**src/rtl/rootsec_pkg.sv**
```systemverilog
package rootsec_pkg;
  localparam int KEY_W     = 128;
  localparam int HASH_W    = 256;
  localparam int MSG_WORDS = 4;
  localparam int MSG_W     = KEY_W * MSG_WORDS;
  localparam int LEN_W     = $clog2(MSG_WORDS + 1);

  typedef enum logic [2:0] {
    OP_NONE    = 3'd0,
    OP_KEY_WR  = 3'd1,
    OP_LOCK    = 3'd2,
    OP_HASH_WR = 3'd3,
    OP_HASH_RD = 3'd4,
    OP_DERIVE  = 3'd5
  } op_e;

  typedef enum logic [1:0] {
    PUR_ST_ENC = 2'd0,
    PUR_ST_MAC = 2'd1,
    PUR_A2D    = 2'd2,
    PUR_D2A    = 2'd3
  } purpose_e;

  localparam logic [KEY_W-1:0] C_STORAGE = KEY_W'(1);
  localparam logic [KEY_W-1:0] C_COMM    = KEY_W'(2);
  localparam logic [KEY_W-1:0] C_ENC     = KEY_W'(3);
  localparam logic [KEY_W-1:0] C_MAC     = KEY_W'(4);
  localparam logic [KEY_W-1:0] C_A       = KEY_W'(5);
  localparam logic [KEY_W-1:0] C_D       = KEY_W'(6);
endpackage

```
**src/rtl/rootsec_key_lock.sv**
```systemverilog
module rootsec_key_lock
  import rootsec_pkg::*;
(
  input  logic             clk,
  input  logic             rst_n,
  input  logic             prov_rst,
  input  logic             wr_en,
  input  logic [KEY_W-1:0] wr_key,
  input  logic             set_lock,
  output logic [KEY_W-1:0] key_q,
  output logic             locked
);
  logic [KEY_W-1:0] key_r;
  logic             lock_r;

  // non-volatile: no ordinary reset
  always_ff @(posedge clk) begin
    if (wr_en && !lock_r)
      key_r <= wr_key;
  end

  always_ff @(posedge clk) begin
    if (prov_rst)
      lock_r <= 1'b0;
    else if (set_lock)
      lock_r <= 1'b1;
  end

  assign key_q  = key_r;
  assign locked = lock_r;

  assert_key_hold_R2: assert property (@(posedge clk) disable iff (!rst_n)
    (lock_r && !prov_rst) |=> $stable(key_r));

  assert_lock_sticky_R2: assert property (@(posedge clk) disable iff (!rst_n)
    (lock_r && !prov_rst) |=> lock_r);
endmodule

```
**src/rtl/rootsec_hash_reg.sv**
```systemverilog
module rootsec_hash_reg
  import rootsec_pkg::*;
(
  input  logic              clk,
  input  logic              wr_en,
  input  logic [HASH_W-1:0] wr_data,
  output logic [HASH_W-1:0] hash_q
);
  logic [HASH_W-1:0] hash_r;

  always_ff @(posedge clk) begin
    if (wr_en)
      hash_r <= wr_data;
  end

  assign hash_q = hash_r;
endmodule

```
**src/rtl/rootsec_derive.sv**
```systemverilog
module rootsec_derive
  import rootsec_pkg::*;
(
  input  logic             clk,
  input  logic             rst_n,
  input  logic             start,
  input  logic [1:0]       purpose,
  input  logic [KEY_W-1:0] nonce_a,
  input  logic [KEY_W-1:0] nonce_b,
  input  logic [KEY_W-1:0] key,
  output logic             idle,
  output logic             mac_valid,
  input  logic             mac_ready,
  output logic [KEY_W-1:0] mac_key,
  output logic [MSG_W-1:0] mac_msg,
  output logic [LEN_W-1:0] mac_len,
  input  logic             mac_res_valid,
  input  logic [KEY_W-1:0] mac_res,
  output logic             der_done,
  output logic [KEY_W-1:0] der_key
);
  typedef enum logic [1:0] {D_IDLE, D_REQ, D_WAIT} dstate_e;
  dstate_e state;

  logic [KEY_W-1:0] words_d [MSG_WORDS];
  logic [KEY_W-1:0] words_q [MSG_WORDS];
  logic [LEN_W-1:0] len_d, len_q;

  always_comb begin
    for (int i = 0; i < MSG_WORDS; i++) words_d[i] = '0;
    len_d = LEN_W'(3);
    case (purpose_e'(purpose))
      PUR_ST_ENC: begin
        words_d[0] = C_STORAGE; words_d[1] = C_ENC; words_d[2] = nonce_a;
      end
      PUR_ST_MAC: begin
        words_d[0] = C_STORAGE; words_d[1] = C_MAC; words_d[2] = nonce_a;
      end
      PUR_A2D: begin
        words_d[0] = C_COMM; words_d[1] = C_A;
        words_d[2] = nonce_a; words_d[3] = nonce_b;
        len_d = LEN_W'(4);
      end
      default: begin
        words_d[0] = C_COMM; words_d[1] = C_D;
        words_d[2] = nonce_b; words_d[3] = nonce_a;
        len_d = LEN_W'(4);
      end
    endcase
  end

  always_ff @(posedge clk or negedge rst_n) begin
    if (!rst_n) begin
      state    <= D_IDLE;
      der_done <= 1'b0;
      der_key  <= '0;
    end else begin
      der_done <= 1'b0;
      case (state)
        D_IDLE: if (start) state <= D_REQ;
        D_REQ:  if (mac_ready) state <= D_WAIT;
        D_WAIT: if (mac_res_valid) begin
          der_done <= 1'b1;
          der_key  <= mac_res;
          state    <= D_IDLE;
        end
        default: state <= D_IDLE;
      endcase
    end
  end

  always_ff @(posedge clk) begin
    if (state == D_IDLE && start) begin
      for (int i = 0; i < MSG_WORDS; i++) words_q[i] <= words_d[i];
      len_q <= len_d;
    end
  end

  genvar g;
  generate
    for (g = 0; g < MSG_WORDS; g++) begin : g_flat
      assign mac_msg[MSG_W-1-g*KEY_W -: KEY_W] = words_q[g];
    end
  endgenerate

  assign idle      = (state == D_IDLE);
  assign mac_valid = (state == D_REQ);
  assign mac_len   = len_q;
  assign mac_key   = (state == D_REQ) ? key : '0;

  assert_mac_hold_R8: assert property (@(posedge clk) disable iff (!rst_n)
    (mac_valid && !mac_ready) |=> (mac_valid && $stable(mac_msg) && $stable(mac_len)));

  assert_done_R9: assert property (@(posedge clk) disable iff (!rst_n)
    (state == D_WAIT && mac_res_valid) |=> (der_done && der_key == $past(mac_res)));

  assert_done_pulse_R9: assert property (@(posedge clk) disable iff (!rst_n)
    der_done |=> !der_done);
endmodule

```
**src/rtl/rootsec_unit.sv**
```systemverilog
module rootsec_unit
  import rootsec_pkg::*;
(
  input  logic              clk,
  input  logic              rst_n,
  input  logic              prov_rst,
  input  logic              boot_fw,
  input  logic              req_valid,
  input  logic [2:0]        req_op,
  input  logic              req_mode,
  input  logic [1:0]        req_purpose,
  input  logic [HASH_W-1:0] req_data,
  input  logic [KEY_W-1:0]  req_nonce_a,
  input  logic [KEY_W-1:0]  req_nonce_b,
  output logic              fault,
  output logic              rd_valid,
  output logic [HASH_W-1:0] rd_data,
  output logic              mac_valid,
  input  logic              mac_ready,
  output logic [KEY_W-1:0]  mac_key,
  output logic [MSG_W-1:0]  mac_msg,
  output logic [LEN_W-1:0]  mac_len,
  input  logic              mac_res_valid,
  input  logic [KEY_W-1:0]  mac_res,
  output logic              der_done,
  output logic [KEY_W-1:0]  der_key
);
  op_e               op;
  logic              locked, der_idle;
  logic [KEY_W-1:0]  key_q;
  logic [HASH_W-1:0] hash_q;
  logic              key_we, lock_set, hash_we, hash_re, der_go, deny;

  always_comb begin
    op       = op_e'(req_op);
    key_we   = 1'b0;
    lock_set = 1'b0;
    hash_we  = 1'b0;
    hash_re  = 1'b0;
    der_go   = 1'b0;
    deny     = 1'b0;
    if (req_valid) begin
      case (op)
        OP_NONE:    ;
        OP_KEY_WR:  if (boot_fw && !locked) key_we = 1'b1; else deny = 1'b1;
        OP_LOCK:    if (boot_fw) lock_set = 1'b1; else deny = 1'b1;
        OP_HASH_WR: if (req_mode) hash_we = 1'b1; else deny = 1'b1;
        OP_HASH_RD: if (req_mode) hash_re = 1'b1; else deny = 1'b1;
        OP_DERIVE:  if (req_mode && der_idle) der_go = 1'b1; else deny = 1'b1;
        default:    deny = 1'b1;
      endcase
    end
  end

  rootsec_key_lock u_key (
    .clk      (clk),
    .rst_n    (rst_n),
    .prov_rst (prov_rst),
    .wr_en    (key_we),
    .wr_key   (req_data[KEY_W-1:0]),
    .set_lock (lock_set),
    .key_q    (key_q),
    .locked   (locked)
  );

  rootsec_hash_reg u_hash (
    .clk     (clk),
    .wr_en   (hash_we),
    .wr_data (req_data),
    .hash_q  (hash_q)
  );

  rootsec_derive u_der (
    .clk           (clk),
    .rst_n         (rst_n),
    .start         (der_go),
    .purpose       (req_purpose),
    .nonce_a       (req_nonce_a),
    .nonce_b       (req_nonce_b),
    .key           (key_q),
    .idle          (der_idle),
    .mac_valid     (mac_valid),
    .mac_ready     (mac_ready),
    .mac_key       (mac_key),
    .mac_msg       (mac_msg),
    .mac_len       (mac_len),
    .mac_res_valid (mac_res_valid),
    .mac_res       (mac_res),
    .der_done      (der_done),
    .der_key       (der_key)
  );

  always_ff @(posedge clk or negedge rst_n) begin
    if (!rst_n) begin
      fault    <= 1'b0;
      rd_valid <= 1'b0;
      rd_data  <= '0;
    end else begin
      fault    <= deny;
      rd_valid <= req_valid && (op == OP_HASH_RD);
      rd_data  <= hash_re ? hash_q : '0;
    end
  end

  assert_hash_guard_R4: assert property (@(posedge clk) disable iff (!rst_n)
    (req_valid && req_op == 3'd3 && !req_mode) |=> ($stable(hash_q) && fault));

  assert_rd_zero_R5: assert property (@(posedge clk) disable iff (!rst_n)
    (rd_valid && fault) |-> (rd_data == '0));

  assert_busy_fault_R8: assert property (@(posedge clk) disable iff (!rst_n)
    (req_valid && req_op == 3'd5 && mac_valid) |=> fault);

  assert_key_hidden_R10: assert property (@(posedge clk) disable iff (!rst_n)
    !mac_valid |-> (mac_key == '0));
endmodule

```
**config.mk**
```make
export PLATFORM = sky130hd
export DESIGN_NAME = rootsec_unit
export DESIGN_NICKNAME = d
export VERILOG_FILES = /design/src/rtl/rootsec_pkg.sv /design/src/rtl/rootsec_key_lock.sv /design/src/rtl/rootsec_hash_reg.sv /design/src/rtl/rootsec_derive.sv /design/src/rtl/rootsec_unit.sv
export SDC_FILE = /design/constraint.sdc
export NUM_CORES = 1
export LEC_CHECK = 0
export ABC_CLOCK_PERIOD_IN_PS = 22000
export BUFFER_PORTS_ARGS = -buffer_cell sky130_fd_sc_hd__buf_2
export CAP_MARGIN = 20
export CORE_AREA = 3 3 656 658
export DETAILED_ROUTE_END_ITERATION = 7
export DIE_AREA = 0 0 659 661
export HOLD_SLACK_MARGIN = 0.02
export SETUP_SLACK_MARGIN = 0.4
export SYNTH_ARGS = -nofsm -noshare
export SYNTH_HDL_FRONTEND = slang
export SYNTH_HIERARCHICAL = 1
export SYNTH_SLANG_ARGS = --single-unit
```
**constraint.sdc**
```tcl
create_clock -name clk -period 22 [get_ports clk]
set_clock_uncertainty 0.2 [all_clocks]
set_input_delay 5.5 -clock clk [delete_from_list [all_inputs] [get_ports clk]]
set_output_delay 5.5 -clock clk [all_outputs]
set_load 0.1 [all_outputs]
```
==> results.sh, run 1 <==
export IMPL_io_buffers=1432
export IMPL_ys_seq_elements=1037
export IMPL_regArea_um2=29200
export IMPL_wl_met1_mm=95.3
export IMPL_yosys_warnings=6
export IMPL_cp_slowest_cell="buf_4"
export IMPL_status="finished, final reports clean"
export IMPL_die_y_um=661
export IMPL_synth_top_cell_area_share_pct=49.8
export IMPL_drive_above_1_share_pct=44.2
export IMPL_cts_buffers=141
export IMPL_area_growth_pct=45.8
export IMPL_coreArea_um2=424000
export IMPL_yosysMostFrequentCell="edfxtp_1"
export IMPL_fmax_mhz=108
export IMPL_antenna_left=0
export IMPL_p_leak_uw=0.0237
export IMPL_drc=0
export IMPL_first_iter_violations=2318
export IMPL_synthTopCellsByCount="647 x edfxtp_1, 389 x dfrtp_1, 385 x and2_1"
export IMPL_synth_seq_area_share_pct=74.8
export IMPL_r2r_slack_ns=17.08
export IMPL_clk_insertion_delay_late_ns=0.83
export IMPL_synth_area_leaders="edfxtp_1 50%, dfrtp_1 25%, and2_1 6.2%, buf_4 4.9%, mux2_2 3.7%"
export IMPL_grt_max_degree=132
export IMPL_power_net_switching_uw=3030
export IMPL_fin_crit_ns=9.25
export IMPL_final_hold_viol_count=0
export IMPL_htreeDepth=4
export IMPL_grt_pass1_wl_mm=347
export IMPL_arrival_ns=9.56
export IMPL_async_reset_ff_share_pct=37.5
export IMPL_path_class="in -> reg"
export IMPL_cts_clk_slew_worst_paths_ns=0.06
export IMPL_hp_start="u_hash/hash_q[141]"
export IMPL_path_common_cell="buf_4"
export IMPL_hpwl_mm=249
export IMPL_overflow=0
export IMPL_reg2reg_to="u_der/words_q[2][102]"
export IMPL_ios=1684
export IMPL_p_int_uw=3960
export IMPL_required_ns=22.31
export IMPL_min_path_cells=1
export IMPL_firstDrtPassIters=5
export IMPL_multi_input_area_um2=8240
export IMPL_root_buffer="clkbuf_16"
export IMPL_synth_edf_count=647
export IMPL_fin_crit_sh_pct=42.0
export IMPL_combinationalPowerShare_pct=32.8
export IMPL_power_frac_clock_pct=34.3
export IMPL_critPathTopFamily="buffers and inverters"
export IMPL_slew_viol_final=0
export IMPL_rsz0062_at_grt="false"
export IMPL_p_per_area_nw_per_um2=123
export IMPL_fin_setup_tns_ns=0
export IMPL_fin_nets=4660
export IMPL_yosys_area_top_type="edfxtp_1"
export IMPL_grt_usage_pct=12.8
export IMPL_start_util_pct=9.20
export IMPL_whs_endpoint="rd_data[141]"
export IMPL_fp_dieW_um=659
export IMPL_hold_class="reg -> reg"
export IMPL_peakVddDrop_mv=0.0968
export IMPL_antenna_found_initial=404
export IMPL_post_cts_resized=0
export IMPL_cp_cell_sequence="buf_2 -> ha_4 -> buf_4 -> buf_4 -> buf_4 -> buf_4 -> nand2b_1 -> o21ai_0"
export IMPL_routed_wl_mm=292
export IMPL_synth_area_per_cell_um2=15.5
export IMPL_synth_cells=2525
export IMPL_slew_headroom_pct=31.9
export IMPL_p_sw_share_pct=43.4
export IMPL_slowest_delay_ns=0.89
export IMPL_cp_num_buf_inv=5
export IMPL_dr_wl_met3_mm=43.7
export IMPL_cts_sinks=1037
export IMPL_r2r_cells=7
export IMPL_clockBufferDepth=4
export IMPL_cp_start_kind="input pin"
export IMPL_crit_fanout=107
export IMPL_end_kind="register"
export IMPL_finalWeightedCongestion=0.945
export IMPL_cts_tree="done"
export IMPL_setup_violations_final=0
export IMPL_synthesis_area_um2=39000
export IMPL_pwr_share_seq_pct=32.9
export IMPL_p_total_uw=7000
export IMPL_num_fill_cells=47739
export IMPL_routed_top_layer="met5"
export IMPL_r2r_start="u_der/state[1]"
export IMPL_rows=239
export IMPL_synth_cell_types=35
export IMPL_wl_per_cell_um=29.6
export IMPL_ys_flop_type="edfxtp_1"
export IMPL_die_area_um2=436000
export IMPL_avgViaCountPerCell=2.83
export IMPL_cts_hold_buffers_added=0
export IMPL_dr_wl_met2_mm=140
export IMPL_maxCapViolCount=0
export IMPL_vias=27967
export IMPL_worst_pin_slew_ns=1.02
export IMPL_post_cts_buffers=0
export IMPL_grt_pass1_vias=26246
## power groups by stage
stage	clock, µW	sequential [µW]	combinational (µW)
floorplan	0	3310	858
global placement	0	2340	2320
detailed placement	0	2340	2330
CTS	2520	2300	2330
global route	2580	2320	2360
finish	2400	2300	2290
## cell usage in the layout (no fill, tap or decap), types with 17 or more instances in the layout
cell type and n:
dfrtp_1 389, conb_1 251, clkbuf_16 143, o21ai_0 145, clkinv_2 17, edfxtp_1 647, buf_2 1431, nand2b_1 130
mux2_2 128, and2_1 384, a22o_1 111, buf_4 32, clkbuf_1 28, nand2_1 165, diode_2 100
## state kept, by name (all words and copies together), names as in the netlist
register	flops
u_key/locked	1
rd_valid	1
u_der/words_q	261
fault	1
u_der/der_key	128
u_key/key_q	128
u_hash/hash_q	256
u_der/der_done	1
rd_data	256
u_der/mac_len	2
u_der/state	2
## cell type report
cell class                 instances  share of cell area (%)
clock buffer                     178                    6.64
inverter                           6                  0.0396
timing repair buffer            1467                    13.1
multi-input combinational       1350                    14.5
clock inverter                    76                    1.57
antenna                          100                   0.440
sequential                      1037                    51.3
tap                             5663                    12.4
## logic make-up (layout without fill, tap and decap cells)
group,count (synthesis),count (layout),share of synthesized area [%]
AOI/OAI and AO/OA,262,262,4.46
adders and majority gates,4,4,0.128
buffers and inverters,388,1727,6.68
DFF,1037,1037,74.8
muxes,128,128,3.69
other,1,351,0.00961
and+or+nand+nor,705,705,10.3
## how the worst max path moves through the flow
stage          slack (ns)                    end      startpoint  cells past startpoint
2_1_floorplan        9.23       u_der/mac_len[1]       req_op[1]                      3
3_3_place_gp        12.08  u_der/words_q[3][113]       req_op[0]                      7
3_5_place_dp        12.05  u_der/words_q[3][117]       req_op[0]                      7
4_1_cts             12.55            mac_key[94]  u_der/state[1]                      5
5_1_grt             12.48            mac_key[94]  u_der/state[1]                      5
6_report            12.75  u_der/words_q[2][117]  req_purpose[0]                      8
## worst register-to-register path: cells and delay by family, from the launching register on
family,cells,cell delay (ns)
flip-flops,1,0.46
AND/OR/NAND/NOR,3,1.04
buffers and inverters,4,2.72
## through the flow
stage / setup WS (ns) / cells / instance area, µm² / hold slack (ns) / util, %
floorplan: 9.23 / 2775 / 40000 / 0.227 / -
global placement: 12.08 / 9522 / 52000 / 0.230 / 12.3
detailed placement: 12.05 / 9523 / 52000 / 0.232 / 12.3
CTS: 12.55 / 9777 / 56700 / 0.205 / 13.4
global route: 12.48 / 9821 / 56800 / 0.221 / 13.4
finish: 12.75 / 9877 / 56900 / 0.208 / 13.4
## metal layers
layer	global-route usage, %	up-vias
met1	12.5	13623
met5	0	-
li1	-	11377
met2	21.7	1950
met4	4.09	162
met3	8.61	855
Note: power is estimated with default switching activity, not from simulation.
==> run 2, diff against run 1 <==
ABC_AREA = 1   (was not set)
ABC_CLOCK_PERIOD_IN_PS = 7950   (was 22000)
CORE_AREA = 3 3 647 649   (was 3 3 656 658)
DIE_AREA = 0 0 650 652   (was 0 0 659 661)
clock period = 7.95 ns   (was 22 ns; I/O delays follow)
==> run 2 against run 1 <==
Effect of this change: largest cell class unchanged; clock-buffer cell count is 15 lower; critical path type is now reg -> out; global-route usage is 0.24 points lower; flip-flop and latch count stayed put; critical endpoint is now mac_valid; cell count is 8.0% higher.
==> results.sh, run 2 <==
export IMPL_largest_reg_flops=261
export IMPL_cts_hold_buffers_added=0
export IMPL_ys_seq_elements=1037
export IMPL_first_iter_violations=3601
export IMPL_overflow=0
export IMPL_cp_cell_sequence="inv_1 -> nand2_4 -> buf_12 -> inv_1 -> buf_2"
export IMPL_drive_above_1_share_pct=37.1
export IMPL_arrival_ns=3.34
export IMPL_yosys_warnings=6
export IMPL_setup_slack_ns=2.42
export IMPL_p_per_area_nw_per_um2=281
export IMPL_regArea_um2=29200
export IMPL_antenna_found_initial=322
export IMPL_finalWeightedCongestion=0.941
export IMPL_slew_headroom_pct=30.6
export IMPL_start_util_pct=10.3
export IMPL_path_class="reg -> out"
export IMPL_clk_insertion_delay_late_ns=0.84
export IMPL_fin_setup_tns_ns=0
export IMPL_die_y_um=652
export IMPL_wl_per_cell_um=26.2
export IMPL_grt_usage_pct=12.6
export IMPL_fin_nets=5660
export IMPL_cts_tree="done"
export IMPL_rsz0062_at_grt="false"
export IMPL_synth_top_cell_area_share_pct=45.4
export IMPL_ys_flop_type="edfxtp_1"
export IMPL_crit_fanout=124
export IMPL_clockBufferDepth=4
export IMPL_fmax_mhz=181
export IMPL_setup_violations_final=0
export IMPL_cts_clk_slew_worst_paths_ns=0.07
export IMPL_top_register="u_der/words_q"
export IMPL_cts_sinks=1037
export IMPL_htreeDepth=4
export IMPL_fin_crit_sh_pct=69.5
export IMPL_synth_area_leaders="edfxtp_1 45%, dfrtp_1 23%, nand2_1 5.7%, nor2_4 5.3%, buf_4 4.8%"
export IMPL_layout_commonest_cell="buf_2"
export IMPL_fin_crit_ns=5.53
export IMPL_slew_viol_final=0
export IMPL_whs_ns=0.187
export IMPL_ios=1684
export IMPL_worst_pin_slew_ns=1.04
export IMPL_fp_dieW_um=650
export IMPL_dp_cells=10340
export IMPL_status="finished, final reports clean"
export IMPL_power_net_switching_uw=6490
export IMPL_vias=32487
export IMPL_synthTopCellsByCount="653 x nand2_1, 647 x edfxtp_1, 528 x inv_1"
export IMPL_multi_input_area_um2=9170
export IMPL_synth_area_per_cell_um2=11.9
export IMPL_final_hold_viol_count=0
export IMPL_grt_pass1_vias=29732
export IMPL_grt_pass1_wl_mm=343
export IMPL_synth_seq_area_share_pct=68.3
export IMPL_async_reset_ff_share_pct=37.5
export IMPL_synthesis_area_um2=42800
export IMPL_maxCapViolCount=0
export IMPL_root_buffer="clkbuf_16"
export IMPL_final_cell_mix="1430 x buf_2, 651 x nand2_1, 647 x edfxtp_1, 526 x inv_1, 388 x dfrtp_1"
export IMPL_pwr_share_seq_pct=37.5
export IMPL_end_kind="primary output"
export IMPL_drc=0
export IMPL_rows=236
export IMPL_peakVddDrop_mv=0.180
export IMPL_cp_slowest_cell="dfrtp_4"
export IMPL_coreArea_um2=413000
export IMPL_firstDrtPassIters=5
export IMPL_power_frac_clock_pct=37.5
export IMPL_area_growth_pct=39.0
export IMPL_combinationalPowerShare_pct=25.0
export IMPL_yosysMostFrequentCell="nand2_1"
export IMPL_yosys_area_top_type="edfxtp_1"
export IMPL_cp_start_kind="register"
export IMPL_post_cts_resized=0
export IMPL_p_total_uw=16700
export IMPL_p_sw_share_pct=38.9
export IMPL_synth_cell_types=28
export IMPL_cts_buffers=135
export IMPL_hpwl_mm=237
export IMPL_io_buffers=1432
export IMPL_dp_slack_ns=2.46
export IMPL_hold_class="reg -> reg"
export IMPL_required_ns=5.76
export IMPL_num_fill_cells=46590
export IMPL_synth_edf_count=647
export IMPL_grt_max_degree=173
export IMPL_die_area_um2=424000
export IMPL_post_cts_buffers=0
export IMPL_path_common_cell="inv_1"
export IMPL_antenna_left=0
export IMPL_avgViaCountPerCell=3.04
export IMPL_synth_cells=3585
export IMPL_routed_wl_mm=280
export IMPL_p_int_uw=10200
export IMPL_fin_cells=10672
export IMPL_p_leak_uw=0.0272
export IMPL_slowest_delay_ns=0.99
## run 2: cell types whose count changed in the layout (fill, tap and decap cells not counted), moves of 111 or more
cell	delta
nand2b_1	-130
nor2_4	+203
o21ai_0	-143
inv_1	+520
nand4_1	+129
nand2_1	+486
a22o_1	-111
o21ai_1	+127
nand3_1	+133
mux2_2	-128
and2_1	-384
nor2_1	+313
## run 2: cell type report
type | count | area share, %
clock buffer | 163 | 6.05
antenna | 93 | 0.392
multi-input combinational | 1831 | 15.4
timing repair buffer | 1467 | 12.7
inverter | 531 | 3.38
tap | 5474 | 11.5
sequential | 1037 | 49.1
clock inverter | 76 | 1.38
## run 2: worst paths after layout
path	from	end	slack (ns)	cells past startpoint
worst max-delay path	u_der/state[1]	mac_valid	2.42	5
worst min-delay path	u_hash/hash_q[155]	rd_data[155]	0.19	2
worst max register to register	u_der/state[1]	u_der/words_q[3][64]	3.36	6
worst min register to register	u_hash/hash_q[155]	rd_data[155]	0.19	2
max in group asynchronous	rst_n	u_der/der_key[33]	5.25	2
min in group asynchronous	rst_n	rd_data[39]	0.83	1
## run 2: through the flow
step                area (µm²)  utilization (%)
finish                   59400             14.4
global route             59300             14.4
CTS                      59200             14.3
detailed placement       54800             13.3
global placement         54800             13.3
floorplan                43700                -
## run 2: metal layers
metal / global-route usage [%] / routed length (µm)
met1: 12.7 / 93500
met2: 21.8 / 140000
met3: 6.33 / 33000
met4: 5.29 / 12600
met5: 0 / 773
## run 2: kinds of logic after synthesis
| kind of cell | Yosys count | synth area share [%] |
|---|---|---|
| AND/OR/NAND/NOR | 1445 | 17.4 |
| other | 1 | 0.00877 |
| AO/OA/AOI/OAI | 131 | 1.53 |
| flip-flops | 1037 | 68.3 |
| buffers and inverters | 967 | 12.7 |
| adder cells (fa/ha/maj) | 4 | 0.117 |
## run 2: power groups by stage
stage          Combinational (µW)  Clock [µW]  Sequential [µW]
6_report                     4160        6260             6260
4_1_cts                      4190        6520             6260
3_5_place_dp                 4190           0             6360
5_1_grt                      4300        6700             6300
2_1_floorplan                1210           0             8510
3_3_place_gp                 4160           0             6360
## run 2: worst max-delay path, delay by kind of cell (launching register included)
kind | cells | cell delay [ns]
buf+inv | 4 | 1.21
flops | 1 | 0.99
simple gates | 1 | 0.16
